[src/rtl/sar_ctl_pkg.sv]
package sar_ctl_pkg;
  typedef enum logic [1:0] {C_HUNT, C_ADDR, C_DONE} cmd_st_e;
  typedef enum logic [2:0] {S_IDLE, S_TRACK, S_CONV, S_SEND, S_HOLD} sar_st_e;
endpackage

[src/rtl/sclk_edge.sv]
module sclk_edge (
  input  logic clk,
  input  logic rst_n,
  input  logic sclk,
  output logic rise,
  output logic fall
);
  logic sclk_q;

  always_ff @(posedge clk or negedge rst_n) begin
    if (!rst_n) sclk_q <= 1'b0;
    else        sclk_q <= sclk;
  end

  assign rise = sclk & ~sclk_q;
  assign fall = ~sclk & sclk_q;
endmodule

[src/rtl/cmd_rx.sv]
module cmd_rx
  import sar_ctl_pkg::*;
#(
  parameter int CHAN_W = 3
) (
  input  logic              clk,
  input  logic              rst_n,
  input  logic              abort,
  input  logic              rise,
  input  logic              din,
  output logic              start,
  output logic              sel_mode,
  output logic [CHAN_W-1:0] sel_chan
);
  localparam int NB = CHAN_W + 1;
  localparam int CW = $clog2(NB + 1);

  cmd_st_e       st_q, st_d;
  logic [CW-1:0] cnt_q, cnt_d;
  logic [NB-1:0] sh_q, sh_d;

  always_comb begin
    st_d  = st_q;
    cnt_d = cnt_q;
    sh_d  = sh_q;
    start = 1'b0;
    if (abort) begin
      st_d  = C_HUNT;
      cnt_d = '0;
    end else begin
      case (st_q)
        C_HUNT: if (rise && din) begin
          st_d  = C_ADDR;
          cnt_d = '0;
        end
        C_ADDR: if (rise) begin
          sh_d  = {sh_q[NB-2:0], din};
          cnt_d = cnt_q + CW'(1);
          if (cnt_q == CW'(NB - 1)) begin
            st_d  = C_DONE;
            start = 1'b1;
          end
        end
        default: ;
      endcase
    end
  end

  always_ff @(posedge clk or negedge rst_n) begin
    if (!rst_n) begin
      st_q  <= C_HUNT;
      cnt_q <= '0;
      sh_q  <= '0;
    end else begin
      st_q  <= st_d;
      cnt_q <= cnt_d;
      sh_q  <= sh_d;
    end
  end

  assign sel_mode = sh_q[NB-1];
  assign sel_chan = sh_q[CHAN_W-1:0];

  // a zero seen while hunting leaves the hunter where it was
  p_lead_zero_r2: assert property (@(posedge clk) disable iff (!rst_n)
    (st_q == C_HUNT && rise && !din && !abort) |=> st_q == C_HUNT);

  // once addressing is over, only an abort leaves the done state
  p_done_sticky_r8: assert property (@(posedge clk) disable iff (!rst_n)
    (st_q == C_DONE && !abort) |=> st_q == C_DONE);
endmodule

[src/rtl/sar_core.sv]
module sar_core
  import sar_ctl_pkg::*;
#(
  parameter int DATA_W = 8
) (
  input  logic              clk,
  input  logic              rst_n,
  input  logic              abort,
  input  logic              start,
  input  logic              fall,
  input  logic              cmp_hi,
  output logic              dout,
  output logic              busy,
  output logic [DATA_W-1:0] trial
);
  localparam int IW = $clog2(DATA_W);

  sar_st_e           st_q, st_d;
  logic [IW-1:0]     idx_q, idx_d;
  logic [DATA_W-1:0] trial_q, trial_d;
  logic              dout_q, dout_d;
  logic              busy_q, busy_d;

  always_comb begin
    st_d    = st_q;
    idx_d   = idx_q;
    trial_d = trial_q;
    dout_d  = dout_q;
    busy_d  = busy_q;
    if (abort) begin
      st_d    = S_IDLE;
      idx_d   = '0;
      trial_d = '0;
      dout_d  = 1'b0;
      busy_d  = 1'b0;
    end else begin
      case (st_q)
        S_IDLE:  if (start) st_d = S_TRACK;
        S_TRACK: if (fall) begin
          trial_d             = '0;
          trial_d[DATA_W-1]   = 1'b1;
          dout_d              = 1'b0;
          busy_d              = 1'b1;
          idx_d               = IW'(DATA_W - 1);
          st_d                = S_CONV;
        end
        S_CONV: if (fall) begin
          trial_d[idx_q] = cmp_hi;
          dout_d         = cmp_hi;
          if (idx_q == '0) begin
            busy_d = 1'b0;
            st_d   = S_SEND;
          end else begin
            trial_d[idx_q - IW'(1)] = 1'b1;
            idx_d                   = idx_q - IW'(1);
          end
        end
        S_SEND: if (fall) begin
          dout_d = trial_q[idx_q];
          if (idx_q == IW'(DATA_W - 1)) st_d = S_HOLD;
          else                          idx_d = idx_q + IW'(1);
        end
        S_HOLD: if (fall) dout_d = 1'b0;
        default: st_d = S_IDLE;
      endcase
    end
  end

  always_ff @(posedge clk or negedge rst_n) begin
    if (!rst_n) begin
      st_q    <= S_IDLE;
      idx_q   <= '0;
      trial_q <= '0;
      dout_q  <= 1'b0;
      busy_q  <= 1'b0;
    end else begin
      st_q    <= st_d;
      idx_q   <= idx_d;
      trial_q <= trial_d;
      dout_q  <= dout_d;
      busy_q  <= busy_d;
    end
  end

  assign dout  = dout_q;
  assign busy  = busy_q;
  assign trial = trial_q;

  p_track_end_r3: assert property (@(posedge clk) disable iff (!rst_n)
    (st_q == S_TRACK && fall && !abort) |=> (busy_q && trial_q == {1'b1, {(DATA_W-1){1'b0}}}));

  p_keep_bit_r4: assert property (@(posedge clk) disable iff (!rst_n)
    (st_q == S_CONV && fall && !abort) |=> trial_q[$past(idx_q)] == $past(cmp_hi));

  p_dout_decision_r5: assert property (@(posedge clk) disable iff (!rst_n)
    (st_q == S_CONV && fall && !abort) |=> dout_q == $past(cmp_hi));

  p_busy_end_r6: assert property (@(posedge clk) disable iff (!rst_n)
    $fell(busy_q) |-> ($past(abort) || ($past(st_q) == S_CONV && $past(idx_q) == '0)));

  p_abort_clear_r10: assert property (@(posedge clk) disable iff (!rst_n)
    abort |=> (!busy_q && trial_q == '0 && st_q == S_IDLE));

  p_dout_on_fall_r11: assert property (@(posedge clk) disable iff (!rst_n)
    !$stable(dout_q) |-> ($past(fall) || $past(abort)));
endmodule

[src/rtl/sar_serial_ctl.sv]
module sar_serial_ctl #(
  parameter int DATA_W = 8,
  parameter int CHAN_W = 3
) (
  input  logic              clk,
  input  logic              rst_n,
  input  logic              cs_n,
  input  logic              sclk,
  input  logic              din,
  input  logic              cmp_hi,
  output logic              dout,
  output logic              dout_oe,
  output logic              busy,
  output logic              busy_oe,
  output logic [DATA_W-1:0] trial,
  output logic              sel_mode,
  output logic [CHAN_W-1:0] sel_chan
);
  logic rst_meta, rst_sync;
  logic rise, fall, start;

  always_ff @(posedge clk or negedge rst_n) begin
    if (!rst_n) begin
      rst_meta <= 1'b0;
      rst_sync <= 1'b0;
    end else begin
      rst_meta <= 1'b1;
      rst_sync <= rst_meta;
    end
  end

  sclk_edge u_edge (
    .clk   (clk),
    .rst_n (rst_sync),
    .sclk  (sclk),
    .rise  (rise),
    .fall  (fall)
  );

  cmd_rx #(.CHAN_W(CHAN_W)) u_cmd (
    .clk      (clk),
    .rst_n    (rst_sync),
    .abort    (cs_n),
    .rise     (rise),
    .din      (din),
    .start    (start),
    .sel_mode (sel_mode),
    .sel_chan (sel_chan)
  );

  sar_core #(.DATA_W(DATA_W)) u_core (
    .clk    (clk),
    .rst_n  (rst_sync),
    .abort  (cs_n),
    .start  (start),
    .fall   (fall),
    .cmp_hi (cmp_hi),
    .dout   (dout),
    .busy   (busy),
    .trial  (trial)
  );

  assign dout_oe = ~cs_n;
  assign busy_oe = ~cs_n;
endmodule

[config.mk]
export PLATFORM = sky130hd
export DESIGN_NAME = sar_serial_ctl
export DESIGN_NICKNAME = d
export VERILOG_FILES = /design/src/rtl/sar_ctl_pkg.sv /design/src/rtl/sclk_edge.sv /design/src/rtl/cmd_rx.sv /design/src/rtl/sar_core.sv /design/src/rtl/sar_serial_ctl.sv
export SDC_FILE = /design/constraint.sdc
export NUM_CORES = 1
export LEC_CHECK = 0
export BUFFER_PORTS_ARGS = -buffer_cell sky130_fd_sc_hd__buf_2
export CAP_MARGIN = 40
export CORE_UTILIZATION = 42
export DETAILED_ROUTE_END_ITERATION = 6
export GPL_ROUTABILITY_DRIVEN = 0
export SYNTH_ARGS = -nofsm -noshare
export SYNTH_HDL_FRONTEND = slang
export SYNTH_SLANG_ARGS = --single-unit
[constraint.sdc]
create_clock -name clk -period 0.9 [get_ports clk]
set_input_delay 0.135 -clock clk [delete_from_list [all_inputs] [get_ports clk]]
set_output_delay 0.135 -clock clk [all_outputs]
set_load 0.02 [all_outputs]
==> impl_results.md, run 1 <==
- Max cap viols: 0
- Asr flop ratio synth: 1.00
- WL per Instance: just under 20 um
- Outcome: finished with violations
- Pwr dens: approximately 1200 nW/um^2
- I/O Buffers: 21
- Count of state elements after synthesis: 28
- Antenna diode instance count: 0
- Endpoints failing hold: 0
- TritonCTS clock tree: yes
- Reg2Reg Depth: 4
- Net Count, Synth: a little under 200
- Hold endpoint: u_edge.sclk_q
- TritonCTS Sinks: 28
- XOR/XNOR Fraction of Synth Area: 0.0203
- Hold path depth: 2
- Area grow syn2layout: 85.9%
- Via count: between 1.5k and 2k
- Final Util: 0.845
- Max clock buf depth: 2
- DP HPWL: 3590 um
- Clock-pin slew on the worst setup and hold paths: roughly 0.10 ns
- Synth Warn #: 0
- Vias per cell: between 5 and 6
- Worst setup EP type: register
- Max VDD drop: approximately 950 uV
- Failing checks: negative setup slack
- Total Routing Usage GR: 0.273
- Startpoint types: register
- H-tree levels: 1
- Clock Skew: between 0.004 and 0.005 ns
- CTS Buf Count: 3
- Number of DRC markers in iteration 0: 119
- CTS Root Cell: clkbuf_8
- Synth top area share: 0.406
- Post-synthesis adder-cell area fraction: 0.0435
- I/O pins: 22
- Slew Limit Fails: 0
- Initial antenna violation count: 0
- Crit path kind: reg -> reg
- Worst-skew pair later-pin latency: between 0.2 and 0.3 ns
- Fin crit share: 2.05
- DR DRC count: 0
- Share of cells above drive strength 1: 0.642
- Fmax: ~540 MHz
- Setup TNS: -16.38 ns
- First-pass GRT wire length: between 8000 and 9000 um
- Syn_area_per_cell: slightly above 9 um^2
- Worst Path Required: approximately 1.1 ns
- Largest net degree at the start of global routing: 27
- CP arrival: 2.03 ns
- Post-Syn Instances: about 190
- Min cycle time layout: between 1.5 and 2 ns
- Netlist Area Pre-Place: approximately 1700 um^2
- Proportion of synthesized area in mux cells: 0.0696
- Synth Flop Type: dfrtp_1
- Total die area: 4370 um^2
- Die Span Y: between 60 and 70 um
- Largest area contributor in the netlist: dfrtp_1
- Routed WL: 6450 um
- Starting Density: 0.454
- Sequential area share after synthesis: 0.406
- Top post-synthesis cells by area: dfrtp_1 (41%), a21oi_1 (4.4%), ha_1 (4.4%)
- Final setup viols: just over 40
- Antenna-violating nets left: 0
- Reg2reg start: u_core.st_q[2]
- Row cnt: 22
- R2R Setup Slk: -0.94 ns
- LEAKAGE: ~1.4 nW
- CP Max Fanout: 3
- Post-synth cell types: 50
- RSZ-0062 raised after global routing: yes
- Post-synth EDFFs: 0
- Core Area: around 3800 um^2
- Worst hold start: sclk
- Min Hold Slack: ~0.15 ns
- R2r endpoint: u_core.trial[2]
- Setup slack after layout: -0.943 ns
- Main combinational cell family by area after synthesis: compound AO/OA/AOI/OAI gates
- Hold Path Class: in -> reg
- Synthesized-area fraction occupied by and/or/nand/nor cells: 0.199
- Vias in the first global route: roughly 1.8k
- Post-synthesis compound-gate area fraction: 0.207
- Die X: around 66 um
- # nets final: approximately 300
- GR Overflow Total: 0
- Pre-antenna DRT Iters: 4
-- cells by family (layout without fill, tap and decap cells) --
logic type | Yosys count | in the layout
and+or+nand+nor | 61 | 61
buffers and inverters | 21 | 119
AOI/OAI and AO/OA | 56 | 56
adders and majority gates | 6 | 6
muxes | 10 | 10
DFF | 28 | 28
other | 1 | 1
xor gates and xnor gates | 4 | 4
-- synth_stat cells, types with 4 or more instances --
cell / n
a21oi_1: 15
clkbuf_1: 10
nor3_1: 7
mux2_2: 6
o21ai_0: 15
nand2b_1: 6
dfrtp_1: 28
inv_1: 8
nand3_1: 6
nor2b_1: 4
ha_1: 6
nor2_1: 13
a31oi_1: 6
nand2_1: 8
-- worst max-delay path by stage --
stage | from | end | slack (ns)
after floorplan | u_core.st_q[2] | u_core.trial[2] | -1.06
final | u_core.st_q[2] | u_core.trial[2] | -0.94
after global routing | u_core.idx_q[1] | u_core.trial[2] | -0.95
after detailed placement | u_core.st_q[2] | u_core.trial[2] | -0.92
after global placement | u_core.st_q[2] | u_core.trial[2] | -0.87
after CTS | u_core.st_q[2] | u_core.trial[2] | -0.87
-- layout by cell type, fill, tap and decap left out, types with 3 or more instances in the layout --
cell      instances
dfrtp_2           4
nor3_1            4
o21ai_1           6
buf_2             5
nand2b_1          4
nor2_2            4
nor2_1            7
nand3_1           5
clkbuf_8          4
o21ai_0           5
nand2_1           6
dfrtp_1          24
buf_12            4
a21oi_1           7
a21oi_2           6
mux2i_1           3
o21ai_2           3
a31oi_1           3
buf_4            59
ha_4              5
mux2_4            6
inv_1             5
buf_6            38
-- stage by stage --
stage | worst slack (ns) | power [mW] | instance area, um^2 | instances
floorplan | -1.06 | 2.03 | 1930 | 187
global placement | -0.872 | 2.41 | 2430 | 300
detailed placement | -0.925 | 2.43 | 2430 | 300
CTS | -0.873 | 3.52 | 3000 | 327
global route | -0.948 | 3.88 | 3210 | 333
finish | -0.943 | 3.74 | 3210 | 333
-- registers in the layout, summed over array words and instances, names as in the netlist, 2 cells and up --
register	flops
u_core.idx_q	3
u_core.trial	8
u_cmd.st_q	2
u_cmd.cnt_q	3
u_cmd.sh_q	4
u_core.st_q	3
-- area by class of cell --
type / count / area, um^2
timing repair buffer: 107 / 986
sequential: 28 / 706
fill: 183 / 591
inverter: 8 / 42.5
tap: 48 / 60.1
multi-input combinational: 138 / 1360
clock buffer: 4 / 55.1
-- critical path, stage by stage, from the launching register on --
cell and delay [ns]:
dfrtp_1 0.40, or4b_4 0.49, or2_4 0.27, or4_1 0.50
o311ai_2 0.09
-- where the power goes --
| part | switching [mW] | internal, mW | total (mW) |
|---|---|---|---|
| Sequential | 0.0603 | 1.31 | 1.37 |
| Combinational | 0.741 | 0.829 | 1.57 |
| Clock | 0.413 | 0.393 | 0.806 |
| Total | 1.21 | 2.53 | 3.74 |
-- routing by layer --
layer / up-vias / global-route usage / routed length, um
met3: 23 / 0.0207 / 450
met2: 98 / 0.474 / 3170
li1: 882 / - / -
met1: 964 / 0.358 / 2640
met5: - / 0 / 0
met4: 0 / 0.0851 / 185
-- what timing repair did --
action | in CTS | in global routing
hold endpoints to repair | 2 | 0
gates cloned | 1 | 0
buffers inserted | 24 | 14
pin swaps | 35 | 19
resized for setup | 101 | 31
hold buffers | 1 | 0
endpoints found under the setup margin | 41 | 41
(Power assumes the default switching activity.)
==> run 2: changes to the inputs <==
--- a/config.mk
+++ b/config.mk
@@ -13,3 +13,4 @@
 export SYNTH_ARGS = -nofsm -noshare
 export SYNTH_HDL_FRONTEND = slang
 export SYNTH_SLANG_ARGS = --single-unit
+export TNS_END_PERCENT = 1
==> run 2 against run 1 <==
  * The run still ends with negative setup slack left
  * Sequential share of layout area rose by 4.6 points
  * Maximum frequency rose by 0.92%
  * Via count fell by 14%
  * Core utilization fell by 15 points
  * Combinational power fell by 31%
  * Routed wire length fell by 23%
  * Final area fell by 18%
  * Critical path depth did not move
  * Count of clock-buffer cells in the layout did not move
  * Global-route usage fell by 2.5 points
  * Highest routed layer unchanged
==> impl_results.md, run 2 (synthesis results as in run 1) <==
- R2R Setup Slk: -0.93 ns (was -0.94 ns)
- Reg2Reg Depth: 4 (unchanged)
- Hold endpoint: u_cmd.sh_q[0] (was u_edge.sclk_q)
- Setup slack after layout: -0.927 ns (was -0.943 ns)
- CTS Buf Count: 3 (unchanged)
- Row cnt: 22 (unchanged)
- Crit path kind: reg -> reg (unchanged)
- DR DRC count: 0 (unchanged)
- Fmax: 547 MHz (was 542 MHz)
- Commonest non-fill, non-tap cells in the layout: buf_4 (48), dfrtp_1 (28), buf_6 (19) (was buf_4 (59), buf_6 (38), dfrtp_1 (24))
- Vias per cell: 5.55 (was 5.91)
- Pre-antenna DRT Iters: 4 (unchanged)
- I/O Buffers: 21 (unchanged)
- Worst Path Required: 1.08 ns (about the same)
- Largest net degree at the start of global routing: 27 (unchanged)
- Setup WS pre-CTS: -0.937 ns (was -0.925 ns)
- WL per Instance: 16.3 um (was 19.4 um)
- R2r endpoint: u_core.trial[3] (was u_core.trial[2])
- Fin crit share: 2.03 (was 2.05)
- Final setup viols: 39 (was 41)
- Critical-path cell list: or4b_4 > or2_4 > or4_4 > o311ai_2 (was or4b_4 > or2_4 > or4_1 > o311ai_2)
- CTS Root Cell: clkbuf_8 (unchanged)
- Worst-skew pair later-pin latency: 0.28 ns (about the same)
- Antenna diode instance count: 0 (unchanged)
- Total Routing Usage GR: 0.248 (was 0.273)
- Slowest cell delay on critical path: 0.49 ns (was 0.50 ns)
- TritonCTS Sinks: 28 (unchanged)
- Worst setup EP type: register (unchanged)
- Core Area: 3800 um^2 (unchanged)
- LEAKAGE: 1.19 nW (was 1.41 nW)
- GR Overflow Total: 0 (unchanged)
- Share of cells above drive strength 1: 0.484 (was 0.642)
- Worst hold start: din (was sclk)
- Outcome: finished with violations (unchanged)
- Vias in the first global route: 1665 (was 1817)
- # nets final: 271 (was 298)
- Clock Skew: 0.00952 ns (was 0.00478 ns)
- First-pass GRT wire length: 8200 um (was 8860 um)
- Failing checks: negative setup slack (unchanged)
- Initial antenna violation count: 0 (unchanged)
- Via count: 1699 (was 1967)
- Slew Limit Fails: 0 (unchanged)
- Hold path depth: 2 (unchanged)
- Starting Density: 0.454 (unchanged)
- WL met3: 211 um (was 450 um)
- M1 WL: 2240 um (was 2640 um)
- H-tree levels: 1 (unchanged)
- Total die area: 4370 um^2 (unchanged)
- Hold Path Class: in -> reg (unchanged)
- CP arrival: 2.01 ns (was 2.03 ns)
- Clock-pin slew on the worst setup and hold paths: 0.10 ns (about the same)
- Register area: 701 um^2 (was 706 um^2)
- Detail Route met2 WL: 2470 um (was 3170 um)
- Commonest non-fill, non-tap cell in the layout: buf_4 (unchanged)
- Die X: 66.1 um (unchanged)
- Endpoints failing hold: 0 (unchanged)
- Largest register FFs: 8 (unchanged)
- Antenna-violating nets left: 0 (unchanged)
- Placed cells: 300 (unchanged)
- Routed WL: 4980 um (was 6450 um)
- Max clock buf depth: 2 (unchanged)
- DP HPWL: 3590 um (about the same)
- Min cycle time layout: 1.83 ns (was 1.84 ns)
- Placement Cell Area: 2290 um^2 (was 2430 um^2)
- Critical-path top delay cell: or4b_4 (was or4_1)
- Startpoint types: register (unchanged)
- CP Max Fanout: 4 (was 3)
- Reg2reg start: u_core.st_q[2] (unchanged)
- Post-route cell area: 2640 um^2 (was 3210 um^2)
- TritonCTS clock tree: yes (unchanged)
- Pwr dens: 1220 nW/um^2 (was 1170 nW/um^2)
- Max cap viols: 0 (unchanged)
- Number of DRC markers in iteration 0: 151 (was 119)
- I/O pins: 22 (unchanged)
- Final std cells w/o fill: 306 (was 333)
- Min Hold Slack: 0.135 ns (was 0.151 ns)
- Multi-input gate area: 1120 um^2 (was 1360 um^2)
- Fillers: 300 (was 183)
- Die Span Y: 66.1 um (unchanged)
- Max VDD drop: 661 uV (was 946 uV)
- Area grow syn2layout: 52.9% (was 85.9%)
- Top layer in use: met4 (unchanged)
- RSZ-0062 raised after global routing: yes (unchanged)
run 2: cell types whose count changed in the layout (fill, tap and decap cells not counted), moves of 5 or more:
cell and delta:
o21ai_0 +7, buf_4 -11, buf_2 +5, a21oi_2 -5
buf_6 -19, a21oi_1 +6
run 2: power breakdown:
group | switching, mW | internal (mW) | total [mW]
registers | 0.0427 | 1.30 | 1.34
clock network | 0.402 | 0.392 | 0.794
logic | 0.566 | 0.511 | 1.08
total | 1.01 | 2.21 | 3.22
run 2: worst max-delay path by stage:
stage                               from              end  slack (ns)  depth (start not counted)
after CTS                 u_core.st_q[2]  u_core.trial[3]       -0.92                          4
after global placement    u_core.st_q[2]  u_core.trial[2]       -0.87                          4
final                     u_core.st_q[2]  u_core.trial[3]       -0.93                          4
after floorplan           u_core.st_q[2]  u_core.trial[2]       -1.06                          6
after global routing      u_core.st_q[2]  u_core.trial[3]       -0.96                          4
after detailed placement  u_core.st_q[2]  u_core.trial[3]       -0.94                          4
run 2: metrics by stage:
stage	utilization	TNS, ns	power (mW)
after detailed placement	0.604	-16.06	2.28
final	0.695	-16.29	3.22
after floorplan	-	-16.03	1.88
after CTS	0.657	-16.21	3.12
after global routing	0.695	-18.61	3.38
after global placement	0.604	-15.28	2.25
run 2: repair_timing:
action                     in CTS  in global routing
hold buffers                    1                  0
hold endpoints to repair        2                  0
pin swaps                       8                  7
setup endpoints to repair      41                 41
setup buffers                   0                  1
resized for setup              44                 31
run 2: per-layer routing:
metal | GRT usage | vias up
met3 | 0.0414 | 8
met1 | 0.349 | 818
met5 | 0 | -
li1 | - | 829
met4 | 0.0638 | 0
met2 | 0.393 | 44
run 2: critical path: cells and delay by family (launching register included):
| kind | cells | cell delay (ns) |
|---|---|---|
| AND/OR/NAND/NOR | 3 | 1.24 |
| flip-flops | 1 | 0.39 |
| AO/OA/AOI/OAI | 1 | 0.10 |
run 2: final cells by class:
cell class	count	share of cell area
inverters	8	0.0114
repair buffers	80	0.256
multi-input cells	138	0.424
flip-flops and latches	28	0.266
well taps	48	0.0228
clock buffers	4	0.0209
==> run 3: changes to the inputs <==
--- a/config.mk
+++ b/config.mk
@@ -10,6 +10,7 @@
 export CORE_UTILIZATION = 42
 export DETAILED_ROUTE_END_ITERATION = 6
 export GPL_ROUTABILITY_DRIVEN = 0
+export RECOVER_POWER = 50
 export SYNTH_ARGS = -nofsm -noshare
 export SYNTH_HDL_FRONTEND = slang
 export SYNTH_SLANG_ARGS = --single-unit
==> run 3 against run 2 <==
  * The run still ends with negative setup slack left
  * Clock skew grew 0.0012 ns
  * Cell count is the same
  * Count of clock-buffer cells in the layout unchanged
  * Core utilization shrank 0.53 points
  * Maximum frequency barely moved
  * Non-clock buffer count unchanged
  * First-iteration DRC count decreased by 4.0%
  * Largest power group unchanged
  * Global-route usage unchanged
  * Register-to-register slack about the same
==> impl_results.md, run 3 (synthesis results as in run 1) <==
- Outcome: finished with violations (unchanged)
- Failing checks: negative setup slack (unchanged)
- DR DRC count: 0 (unchanged)
- Vias per cell: 5.55 (about the same)
- Commonest non-fill, non-tap cell in the layout: buf_4 (unchanged)
- Total die area: 4370 um^2 (unchanged)
- I/O pins: 22 (unchanged)
- Area grow syn2layout: 51.8% (was 52.9%)
- Setup slack after layout: -0.925 ns (was -0.927 ns)
- # nets final: 271 (unchanged)
- Startpoint types: register (unchanged)
- TritonCTS clock tree: yes (unchanged)
- Min cycle time layout: 1.83 ns (about the same)
- Antenna diode instance count: 0 (unchanged)
- Fin crit share: 2.03 (about the same)
- CTS Buf Count: 3 (unchanged)
- Largest register FFs: 8 (unchanged)
- Vias in the first global route: 1665 (unchanged)
- Endpoints failing hold: 0 (unchanged)
- Post-route cell area: 2620 um^2 (was 2640 um^2)
- Max VDD drop: 661 uV (about the same)
- Total Routing Usage GR: 0.248 (unchanged)
- First-pass GRT wire length: 8200 um (unchanged)
- Pwr dens: 1230 nW/um^2 (was 1220 nW/um^2)
- R2R Setup Slk: -0.93 ns (about the same)
- Slew Limit Fails: 0 (unchanged)
- Clock Skew: 0.0107 ns (was 0.00952 ns)
- Worst Setup SP: u_core.st_q[2] (unchanged)
- Starting Density: 0.454 (unchanged)
- Commonest non-fill, non-tap cells in the layout: buf_4 (47), dfrtp_1 (28), buf_6 (19) (was buf_4 (48), dfrtp_1 (28), buf_6 (19))
- Share of cells above drive strength 1: 0.477 (was 0.484)
- LEAKAGE: 1.17 nW (was 1.19 nW)
- WL per Instance: 16.3 um (about the same)
- Final setup viols: 39 (unchanged)
- Clock-pin slew on the worst setup and hold paths: 0.10 ns (about the same)
- CP arrival: 2.01 ns (about the same)
- Max cap viols: 0 (unchanged)
- Reg2Reg Depth: 4 (unchanged)
- GR Overflow Total: 0 (unchanged)
- Worst setup EP type: register (unchanged)
- Pre-antenna DRT Iters: 4 (unchanged)
- TritonCTS Sinks: 28 (unchanged)
- Fillers: 305 (was 300)
- CTS Root Cell: clkbuf_8 (unchanged)
- Core Area: 3800 um^2 (unchanged)
- Setup crit end: u_core.trial[3] (unchanged)
- H-tree levels: 1 (unchanged)
- Worst Path Required: 1.08 ns (about the same)
- Worst-skew pair later-pin latency: 0.28 ns (about the same)
- Number of DRC markers in iteration 0: 145 (was 151)
- I/O Buffers: 21 (unchanged)
- CP Max Fanout: 4 (unchanged)
- Crit path kind: reg -> reg (unchanged)
- Worst-Margin Slew: around 0.6 ns
- Reg2reg start: u_core.st_q[2] (unchanged)
- Initial antenna violation count: 0 (unchanged)
- DP HPWL: 3590 um (unchanged)
- Via count: 1697 (was 1699)
- Antenna-violating nets left: 0 (unchanged)
- R2r endpoint: u_core.trial[3] (unchanged)
- Max-slew headroom: 0.599
- Max clock buf depth: 2 (unchanged)
- Die Span Y: 66.1 um (unchanged)
- Row cnt: 22 (unchanged)
- Setup TNS: -16.35 ns (was -16.29 ns)
- Fmax: 548 MHz (was 547 MHz)
- RSZ-0062 raised after global routing: yes (unchanged)
- Routed WL: 5000 um (was 4980 um)
- Die X: 66.1 um (unchanged)
- Hold Path Class: in -> reg (unchanged)
- Largest net degree at the start of global routing: 27 (unchanged)
- Placement Cell Area: 2290 um^2 (unchanged)
- Worst hold start: din (unchanged)
## run 3: metrics by stage
| stage | hold slack [ns] | cells | worst slack (ns) | utilization | power, mW |
|---|---|---|---|---|---|
| 6_report | 0.134 | 306 | -0.925 | 0.689 | 3.21 |
| 3_3_place_gp | -0.0799 | 300 | -0.874 | 0.604 | 2.25 |
| 2_1_floorplan | -0.161 | 187 | -1.06 | - | 1.88 |
| 3_5_place_dp | -0.0769 | 300 | -0.937 | 0.604 | 2.28 |
| 5_1_grt | 0.133 | 306 | -0.959 | 0.689 | 3.37 |
| 4_1_cts | 0.116 | 305 | -0.917 | 0.657 | 3.12 |
## run 3: final cells by class
class,count,area [um^2],area share
timing repair buffer,80,654,0.250
inverter,8,30.0,0.0115
multi-input combinational,138,1120,0.427
clock buffer,4,55.1,0.0210
sequential,28,701,0.268
tap,48,60.1,0.0229
## run 3: timing repair
| action | 4_1_cts | 5_1_grt |
|---|---|---|
| pin swaps | 8 | 7 |
| setup buffers | 0 | 1 |
| hold buffers | 1 | 0 |
| endpoints found under the setup margin | 41 | 41 |
| resized for setup | 44 | 31 |
| endpoints found under the hold margin | 2 | 0 |
## run 3: how the worst min path moves through the flow
stage	to	slack [ns]	depth (start not counted)
finish	u_cmd.sh_q[0]	0.13	2
global route	u_cmd.sh_q[0]	0.13	2
global placement	rst_sync	-0.08	1
detailed placement	rst_sync	-0.08	1
floorplan	rst_meta	-0.16	0
CTS	u_edge.sclk_q	0.12	2
## run 3: report_power, final
part	switching, mW	total (mW)	internal, mW
clock	0.405	0.798	0.392
sequential	0.0410	1.34	1.30
combinational	0.568	1.07	0.501
total	1.01	3.21	2.20
## run 3: worst max-delay path, cell delays in order, from the launching register on
cell	delay [ns]
dfrtp_1	0.39
or4b_4	0.49
or2_4	0.26
or4_4	0.49
o311ai_2	0.10
## run 3: metal layers
layer,vias up,GRT usage,share of wire
met4,0,0.0638,0.013
met3,10,0.0414,0.041
met1,816,0.349,0.45
met5,-,0,0
met2,43,0.393,0.49
li1,828,-,-
